`src/rtl/lpda_pkg.sv`:
```
// Shared sizing and the effective-priority helper for the destination arbiter.
// Assumes vectors and task priorities share one width, with the class in the top nibble.
package lpda_pkg;
    localparam int PRI_W = 4;

    // Larger of the two priority classes (upper nibbles) of task priority and in-service vector.
    function automatic logic [PRI_W-1:0] eff_class(input logic [PRI_W-1:0] task_cls,
                                                   input logic [PRI_W-1:0] isr_cls);
        return (task_cls > isr_cls) ? task_cls : isr_cls;
    endfunction
endpackage

```
`src/rtl/lpda_match.sv`:
```
// Per-unit destination matching.
// A slot matches on physical ID equality, on logical mask intersection, or on a logical
// all-ones broadcast. Absent slots never match. Purely combinational.
module lpda_match #(
    parameter int N_UNITS = 8,
    parameter int ID_W    = 8
) (
    input  logic                      logical_mode,
    input  logic [ID_W-1:0]           dest,
    input  logic [N_UNITS-1:0]        present,
    input  logic [N_UNITS*ID_W-1:0]   phys_id,
    input  logic [N_UNITS*ID_W-1:0]   lmask,
    output logic [N_UNITS-1:0]        elig
);
    localparam logic [ID_W-1:0] BCAST = '1;

    logic bcast_hit;
    // Detect the logical broadcast destination once for all slots.
    assign bcast_hit = (dest == BCAST);

    for (genvar i = 0; i < N_UNITS; i++) begin : g_slot
        logic phys_hit;
        logic log_hit;
        // Physical match: exact ID compare.
        assign phys_hit = (phys_id[i*ID_W +: ID_W] == dest);
        // Logical match: any shared bit, or broadcast.
        assign log_hit  = bcast_hit || (|(lmask[i*ID_W +: ID_W] & dest));
        // Combine by mode and gate with presence.
        assign elig[i]  = present[i] && (logical_mode ? log_hit : phys_hit);
    end
endmodule

```
`src/rtl/lpda_pick.sv`:
```
// Lowest-priority winner selection among the matching slots.
// Key = {effective class, physical ID}; the smallest key wins, so equal classes fall to
// the lowest physical ID. Output is one-hot, or zero when nothing matches. Combinational.
module lpda_pick
    import lpda_pkg::*;
#(
    parameter int N_UNITS = 8,
    parameter int ID_W    = 8,
    parameter int VEC_W   = 8
) (
    input  logic [N_UNITS-1:0]        elig,
    input  logic [N_UNITS*ID_W-1:0]   phys_id,
    input  logic [N_UNITS*VEC_W-1:0]  task_pri,
    input  logic [N_UNITS*VEC_W-1:0]  isr_vec,
    output logic [N_UNITS-1:0]        onehot
);
    localparam int IDX_W = (N_UNITS > 1) ? $clog2(N_UNITS) : 1;
    localparam int KEY_W = PRI_W + ID_W;

    logic [KEY_W-1:0] key [N_UNITS];
    logic             pri_unused;

    // The low nibbles carry no priority information.
    assign pri_unused = ^(task_pri ^ isr_vec);

    for (genvar i = 0; i < N_UNITS; i++) begin : g_key
        // Build the comparison key of slot i.
        assign key[i] = {eff_class(task_pri[i*VEC_W + VEC_W - 1 -: PRI_W],
                                   isr_vec[i*VEC_W + VEC_W - 1 -: PRI_W]),
                         phys_id[i*ID_W +: ID_W]};
    end

    // Linear minimum search over the matching slots.
    always_comb begin
        logic             found;
        logic [KEY_W-1:0] best_key;
        logic [IDX_W-1:0] best_idx;
        found    = 1'b0;
        best_key = '0;
        best_idx = '0;
        for (int i = 0; i < N_UNITS; i++) begin
            if (elig[i] && (!found || key[i] < best_key)) begin
                found    = 1'b1;
                best_key = key[i];
                best_idx = IDX_W'(i);
            end
        end
        onehot = '0;
        if (found) onehot[best_idx] = 1'b1;
    end
endmodule

```
`src/rtl/lp_dest_arbiter.sv`:
```
// Top of the destination arbiter.
// Takes one message per handshake, and one cycle later registers either the fixed
// target set or the single lowest-priority winner. A message with no match is dropped
// with a one-cycle error pulse. Assumes the unit status inputs are stable while a
// message is offered.
module lp_dest_arbiter #(
    parameter int N_UNITS = 8,
    parameter int ID_W    = 8,
    parameter int VEC_W   = 8
) (
    input  logic                      clk,
    input  logic                      rst_n,
    input  logic                      msg_valid,
    output logic                      msg_ready,
    input  logic                      msg_logical,
    input  logic                      msg_lowest,
    input  logic [ID_W-1:0]           msg_dest,
    input  logic [N_UNITS-1:0]        unit_present,
    input  logic [N_UNITS*ID_W-1:0]   unit_phys_id,
    input  logic [N_UNITS*ID_W-1:0]   unit_lmask,
    input  logic [N_UNITS*VEC_W-1:0]  unit_task_pri,
    input  logic [N_UNITS*VEC_W-1:0]  unit_isr_vec,
    output logic                      out_valid,
    input  logic                      out_ready,
    output logic [N_UNITS-1:0]        out_targets,
    output logic                      out_lowest,
    output logic                      err_none
);
    logic [N_UNITS-1:0] elig;
    logic [N_UNITS-1:0] winner;
    logic [N_UNITS-1:0] next_targets;
    logic               take;

    lpda_match #(.N_UNITS(N_UNITS), .ID_W(ID_W)) u_match (
        .logical_mode (msg_logical),
        .dest         (msg_dest),
        .present      (unit_present),
        .phys_id      (unit_phys_id),
        .lmask        (unit_lmask),
        .elig         (elig)
    );

    lpda_pick #(.N_UNITS(N_UNITS), .ID_W(ID_W), .VEC_W(VEC_W)) u_pick (
        .elig     (elig),
        .phys_id  (unit_phys_id),
        .task_pri (unit_task_pri),
        .isr_vec  (unit_isr_vec),
        .onehot   (winner)
    );

    // Accept when the output register is empty or is being drained.
    assign msg_ready    = !out_valid || out_ready;
    assign take         = msg_valid && msg_ready;
    // Choose the delivered set by delivery kind.
    assign next_targets = msg_lowest ? winner : elig;

    // Output register: load on acceptance, clear on drain, pulse error on no match.
    always_ff @(posedge clk) begin
        if (!rst_n) begin
            out_valid   <= 1'b0;
            out_targets <= '0;
            out_lowest  <= 1'b0;
            err_none    <= 1'b0;
        end else begin
            err_none <= 1'b0;
            if (take) begin
                out_valid   <= |elig;
                out_targets <= next_targets;
                out_lowest  <= msg_lowest;
                err_none    <= ~|elig;
            end else if (out_ready) begin
                out_valid <= 1'b0;
            end
        end
    end
endmodule

```
`config.mk`:
```
export PLATFORM = sky130hd
export DESIGN_NAME = lp_dest_arbiter
export DESIGN_NICKNAME = d
export VERILOG_FILES = /design/src/rtl/lpda_pkg.sv /design/src/rtl/lpda_match.sv /design/src/rtl/lpda_pick.sv /design/src/rtl/lp_dest_arbiter.sv
export SDC_FILE = /design/constraint.sdc
export NUM_CORES = 1
export LEC_CHECK = 0
export ABC_CLOCK_PERIOD_IN_PS = 44400
export BUFFER_PORTS_ARGS = -buffer_cell sky130_fd_sc_hd__buf_2
export CAP_MARGIN = 20
export CORE_MARGIN = 4
export CORE_UTILIZATION = 45
export CTS_CLUSTER_SIZE = 12
export DETAILED_ROUTE_END_ITERATION = 12
export PLACE_DENSITY_LB_ADDON = 0.12
export REMOVE_ABC_BUFFERS = 1
export SYNTH_ARGS = -nofsm -noshare
export SYNTH_HDL_FRONTEND = slang
export SYNTH_HIERARCHICAL = 1
export SYNTH_SLANG_ARGS = --single-unit
```
`constraint.sdc`:
```
create_clock -name clk -period 44.4 [get_ports clk]
set_input_delay 0 -clock clk [delete_from_list [all_inputs] [get_ports clk]]
set_output_delay 0 -clock clk [all_outputs]
set_load 0.03 [all_outputs]
```
# ---- Word level (Yosys, flattened, before mapping)
# Index checks and enable logic that the tools add are counted.
dict set report totals {
  reg_bits 11
  latchBits 0
  ramBits 0
  mem_bits_ro 0
  input_bits 278
  output_inout_bits 12
  wordCells 135
  mem_count 0
}
dict set report op_classes {
  add_sub_neg 0
  multipliers 0
  div_mod_pow 0
  n_lt_le_gt_ge 17
  eq_ne 9
  n_shift 0
  n_mux 44
  n_bitwise 8
  n_reduce_logical 53
}
# operator n
set op_table {}
lappend op_table {{$lt A12 B12 Y1} 7}
lappend op_table {{$mux W12} 7}
lappend op_table {{$reduce_or A8 Y1} 9}
lappend op_table {{$and A8 B8 Y8} 8}
lappend op_table {{$eq A8 B8 Y1} 8}
lappend op_table {{$gt A4 B4 Y1} 8}
lappend op_table {{$mux W4} 8}
lappend op_table {{$mux W1} 20}
lappend op_table {{$logic_and A1 B1 Y1} 17}
lappend op_table {{$logic_or A1 B1 Y1} 16}
lappend op_table {{$mux W8} 2}
lappend op_table {{$mux W3} 4}
lappend op_table {{$logic_not A1 Y1} 9}
lappend op_table {{$eq A8 B8 Y1 const B} 1}
lappend op_table {{$lt A3 B4 Y1 const B} 1}
lappend op_table {{$mux W2} 2}
lappend op_table {{$demux W1 S3} 1}
lappend op_table {{$ge A3 B1 Y1 const B} 1}
lappend op_table {{$reduce_and A2 Y1} 1}
lappend op_table {{$reduce_bool A2 Y1} 1}

# ---- Logic depth before layout (Yosys ltp)
dict set report depth {
  word_depth 40
  mapped_depth 83
}

# ---- Modules after synthesis
# The synthesis kept the hierarchy.
# mod n_inst cells_per_inst area_per_inst_um2 seq_area_each_um2
set by_module_without_submodules {}
lappend by_module_without_submodules {lpda_pick 1 581 4410.5 0.0}
lappend by_module_without_submodules {lpda_match 1 164 1253.7 0.0}
lappend by_module_without_submodules {lp_dest_arbiter 1 51 496.7 220.2}

# ---- Worst setup path before layout
# OpenSTA, ideal clock, no wires.
dict set report synth_path {
  path_kind {input to register}
  startpoint {in msg_dest[5]}
  endpoint {reg out_targets[0]}
  setup_ns 0.086
  arrival_ns 14.497
  path_slack_ns 29.817
  cell_stages 81
  path_buffers 11
  cell_sequence {buf_6 -> buf_6 -> nand4_1 -> o21ai_2 -> o21ai_0 -> nor2_1 -> buf_4 -> clkbuf_1 -> clkbuf_1 -> nand2_1 -> ha_1 -> a21oi_1 -> o21bai_1 -> a211o_1 -> or2_2 -> clkbuf_1 -> a32oi_1 -> ha_1 -> [... 45 more ...] -> nor3_1 -> nand2_1 -> buf_4 -> mux2i_1 -> ha_1 -> a21o_1 -> a21o_1 -> a21o_1 -> a21oi_1 -> o21ai_0 -> a21oi_1 -> o21a_1 -> a31o_2 -> mux2i_2 -> nand4bb_2 -> nor4_2 -> mux2i_1 -> a211oi_1}
}
dict set report synth_between {
  elab_chain_len 40
}
# element line_no
set synth_lines {}
lappend synth_lines {{from (decl)} lp_dest_arbiter.sv:17} ;# input logic [ID_W-1:0] msg_dest,
lappend synth_lines {{$and A8 B8 Y8} lpda_match.sv:27} ;# assign log_hit = bcast_hit || (|(lmask[i*ID_W +: ID_W] & dest));
lappend synth_lines {{$reduce_or A8 Y1} lpda_match.sv:27}
lappend synth_lines {{$logic_or A1 B1 Y1} lpda_match.sv:27}
lappend synth_lines {{$mux W1 *} lpda_match.sv:29} ;# assign elig[i] = present[i] && (logical_mode ? log_hit : phys_hit);
lappend synth_lines {{$logic_and A1 B1 Y1 *} lpda_match.sv:29}
lappend synth_lines {{net elig[0]} lp_dest_arbiter.sv:29} ;# logic [N_UNITS-1:0] elig;
lappend synth_lines {{$mux W12 or $mux W1 (tied branches)} lpda_pick.sv:42} ;# if (elig[i] && (!found || key[i] < best_key)) begin
lappend synth_lines {{$lt A12 B12 Y1 or $logic_not A1 Y1 (tied branches)} lpda_pick.sv:42}
lappend synth_lines {{[... 26 more ...]} -}
lappend synth_lines {{$mux W3} lpda_pick.sv:42}
lappend synth_lines {{$lt A3 B4 Y1 (implied by the code) or $ge A3 B1 Y1 (tied branches)} lpda_pick.sv:49} ;# if (found) onehot[best_idx] = 1'b1;
lappend synth_lines {{$logic_and A1 B1 Y1 (implied by the code)} lpda_pick.sv:49}
lappend synth_lines {{$mux W1 (implied by the code)} lpda_pick.sv:49}
lappend synth_lines {{$demux W1 S3} -}
lappend synth_lines {{$mux W8 *} lpda_pick.sv:49}
lappend synth_lines {{net winner[0]} lp_dest_arbiter.sv:30} ;# logic [N_UNITS-1:0] winner;
lappend synth_lines {{$mux W8 *} lp_dest_arbiter.sv:55} ;# assign next_targets = msg_lowest ? winner : elig;
lappend synth_lines {{to (signal assigned)} lp_dest_arbiter.sv:68} ;# out_targets <= next_targets;
lappend synth_lines {{to (decl)} lp_dest_arbiter.sv:25} ;# output logic [N_UNITS-1:0] out_targets,
# Mark *: on every way through the listed nets, which the timed path passes. The rest lies on a longest branch.
# A chain may end at the register's enable or synchronous reset.

# ---- Worst setup path after layout
dict set report layout_path {
  startpoint {in msg_dest[6]}
  endpoint {reg out_targets[1]}
}
# Same word-level chain as after synthesis.

==> results.py <==
metrics = {
    "pwr": {
        "leakage_nw": 3.81,
        "p_per_area_nw_per_um2": 21.0,
        "ir_drop_mv": 0.00994,
    },
    "critical_path": {
        "crit_type": "primary input to flip-flop",
        "startpoint_type": "primary input",
        "r2r_cells": 3,
        "crit_path_max_fanout": 29,
        "critPathMaxStageDelay_ps": 770,
        "end_kind": "flip-flop",
        "r2r_slack_ps": 43110,
        "cp_data_arrival_time_ps": 17670,
        "cp_slowest_cell": "o2bb2ai_2",
        "crit_required_ps": 44550,
    },
    "global_route": {
        "antenna_found_initial": 2,
        "grt_pass1_vias": 6267,
        "grt_pass1_wl_um": 31000,
        "grt_use_total_pct": 23.5,
        "grt_max_degree": 30,
        "grt_overflow_total": 0,
    },
    "placed_design": {
        "dp_hpwl_um": 16300,
        "gp_congestion": 0.861,
        "post-place-ws_ps": 26920,
        "io_buffers": 225,
    },
    "yosys": {
        "synth_ff_type": "dfxtp_1",
        "async_flop_share_pct": 0,
        "syn_area_um2": 6160,
        "synth_edf_count": 0,
        "seq_area_frac_synth_pct": 3.57,
        "syn_inst": 796,
        "ys_seq_elements": 11,
        "avgSynthCellArea_um2": 7.74,
        "yosysWarnings": 6,
        "synth_cell_types": 71,
    },
    "clocking": {
        "worstSkewPairLatency_ps": 230,
        "cts.htree.levels": 1,
        "hold_buffers": 0,
        "cts_tree": "built",
        "clk_pin_slew_worst_paths_ps": 40,
        "clock_path_buffers": 2,
        "cts_setup_buffers": 0,
        "clockRootBuffer": "clkbuf_16",
        "cts_inserted_buffers": 3,
        "clock_sinks": 11,
        "cts.repair.resized": 0,
    },
    "detailed_routing": {
        "vias": 6563,
        "drt_iter0_drc": 313,
        "routed_wl_um": 19400,
        "avgRoutedWirePerCell_um": 16.6,
        "first_pass_iters": 5,
        "vias_per_cell": 5.60,
        "drc": 0,
        "ant_nets": 0,
    },
    "sta": {
        "clock_skew_ps": 0.735,
        "setup_viol": 0,
        "post-route-min-period_ps": 17520,
        "fmax_mhz": 57.1,
        "fin_tns_setup_ps": 0,
        "finalHoldViolations": 0,
        "worst_slack_ps": 26880,
        "rsz0062_at_grt": "false",
        "drv_slew": 0,
        "max_slew.worst_pin.slew_ps": 970,
        "fin_crit_sh_pct": 39.5,
        "slew_headroom_pct": 34.9,
    },
    "cells_and_area": {
        "drive_gt1_share_pct": 29.0,
        "syn2layout_area_growth_pct": 19.7,
        "nets": 1384,
        "final_util_pct": 55.2,
    },
    "floorplan": {
        "io_pins": 290,
        "die_w_um": 125,
        "num_rows": 42,
        "die-area_um2": 15600,
        "start_util_pct": 46.2,
        "core_um2": 13300,
        "die_h_um": 125,
    },
    "min_path": {
        "hold_depth": 2,
        "hp-class": "primary input to flip-flop",
    },
    "run": {
        "maxCapViolations": 0,
    },
    "status": {
        "status": "complete, no violations",
    },
}
## kinds of logic after synthesis
logic type,after synthesis,synth area share (%)
adder cells (fa/ha/maj),109,22.1
XOR/XNOR,64,9.10
AO/OA/AOI/OAI,222,25.4
AND/OR/NAND/NOR,201,17.7
multiplexers,78,13.3
buffers and inverters,111,8.75
flip-flops,11,3.57
## Yosys cell counts, drive strengths merged, types with 6 or more instances
master | instances | area, µm²
ha | 109 | 1360
inv | 77 | 289
xor2 | 64 | 561
a21oi | 51 | 259
mux2i | 51 | 514
nor2 | 46 | 180
o21ai | 45 | 233
nand2 | 37 | 139
a22oi | 32 | 240
mux2 | 27 | 304
buf | 23 | 206
nand4 | 22 | 138
nand2b | 20 | 125
nor4 | 20 | 138
a21o | 16 | 120
dfxtp | 11 | 220
nor3 | 11 | 55.1
a211oi | 10 | 80.1
clkbuf | 10 | 40.0
o21a | 10 | 75.1
a32oi | 9 | 86.3
and2 | 9 | 56.3
nand3 | 9 | 45.0
nor2b | 8 | 50.1
a2111oi | 7 | 86.3
o31ai | 7 | 52.6
o211ai | 6 | 50.1
## worst max-delay path: cells and delay by family
family	cells	cell delay, ps
multiplexers	5	1210
AND/OR/NAND/NOR	22	4420
buffers and inverters	7	1550
AO/OA/AOI/OAI	36	8310
adder cells (fa/ha/maj)	7	2110
## path summary, 6_finish.rpt
check                 startpoint             end
setup / recovery     msg_dest[6]  out_targets[1]
hold / removal             rst_n        err_none
setup reg to reg       out_valid  out_targets[4]
hold reg to reg   out_targets[3]  out_targets[3]
## sequential cells by signal, indices dropped and copies added, names as in the netlist
register / flops
err_none: 1
out_valid: 1
out_targets: 8
out_lowest: 1
## metrics by stage
step	hold slack, ps	area [µm²]	total power (W)	std cells
2_1_floorplan	146	5910	0.000100	763
3_3_place_gp	277	7290	0.000137	1168
3_5_place_dp	276	7290	0.000138	1168
4_1_cts	38.5	7370	0.000155	1172
5_1_grt	34.8	7370	0.000173	1173
6_report	35.6	7370	0.000155	1173
## layer usage
layer	vias up	wire [µm]	GRT usage, %
li1	3352	-	-
met1	2968	8710	31.0
met2	225	9150	40.8
met3	16	1290	3.41
met4	2	277	5.17
met5	-	7	0
## power by group
part	total (W)	switching, W	leakage [nW]	internal [W]
clock	0.0000159	0.00000386	0.0382	0.0000120
sequential	0.0000110	0.000000330	0.0908	0.0000107
combinational	0.000128	0.0000714	3.69	0.0000566
## cell usage in the layout, fill, tap and decap left out, drive strengths merged, types with 5 or more instances in the layout
| cell | netlist | final |
|---|---|---|
| mux2i | 51 | 51 |
| o211ai | 6 | 6 |
| o21ai | 45 | 45 |
| a21oi | 51 | 51 |
| a22oi | 32 | 32 |
| o31ai | 7 | 7 |
| nand4 | 22 | 22 |
| or2 | 5 | 5 |
| o21bai | 5 | 5 |
| nor2b | 8 | 8 |
| a211oi | 10 | 10 |
| and3 | 5 | 5 |
| nor2 | 46 | 46 |
| dfxtp | 11 | 11 |
| nand2b | 20 | 20 |
| a32oi | 9 | 9 |
| nor3 | 11 | 11 |
| inv | 77 | 77 |
| a21o | 16 | 16 |
| nand2 | 37 | 37 |
| a41o | 5 | 5 |
| and2 | 9 | 9 |
| buf | 23 | 229 |
| ha | 109 | 109 |
| nand3 | 9 | 9 |
| mux2 | 27 | 27 |
| xor2 | 64 | 64 |
| nor4 | 20 | 20 |
| a2111oi | 7 | 7 |
| o21a | 10 | 10 |
## final cells by class
cell class / count / area [µm²]
well taps: 176 / 220
fillers: 1376 / 5970
inverters: 78 / 293
clock buffers: 4 / 78.8
diodes: 1 / 2.50
multi-input cells: 674 / 5400
flip-flops and latches: 11 / 220
repair buffers: 229 / 1160
(Power assumes the default switching activity.)
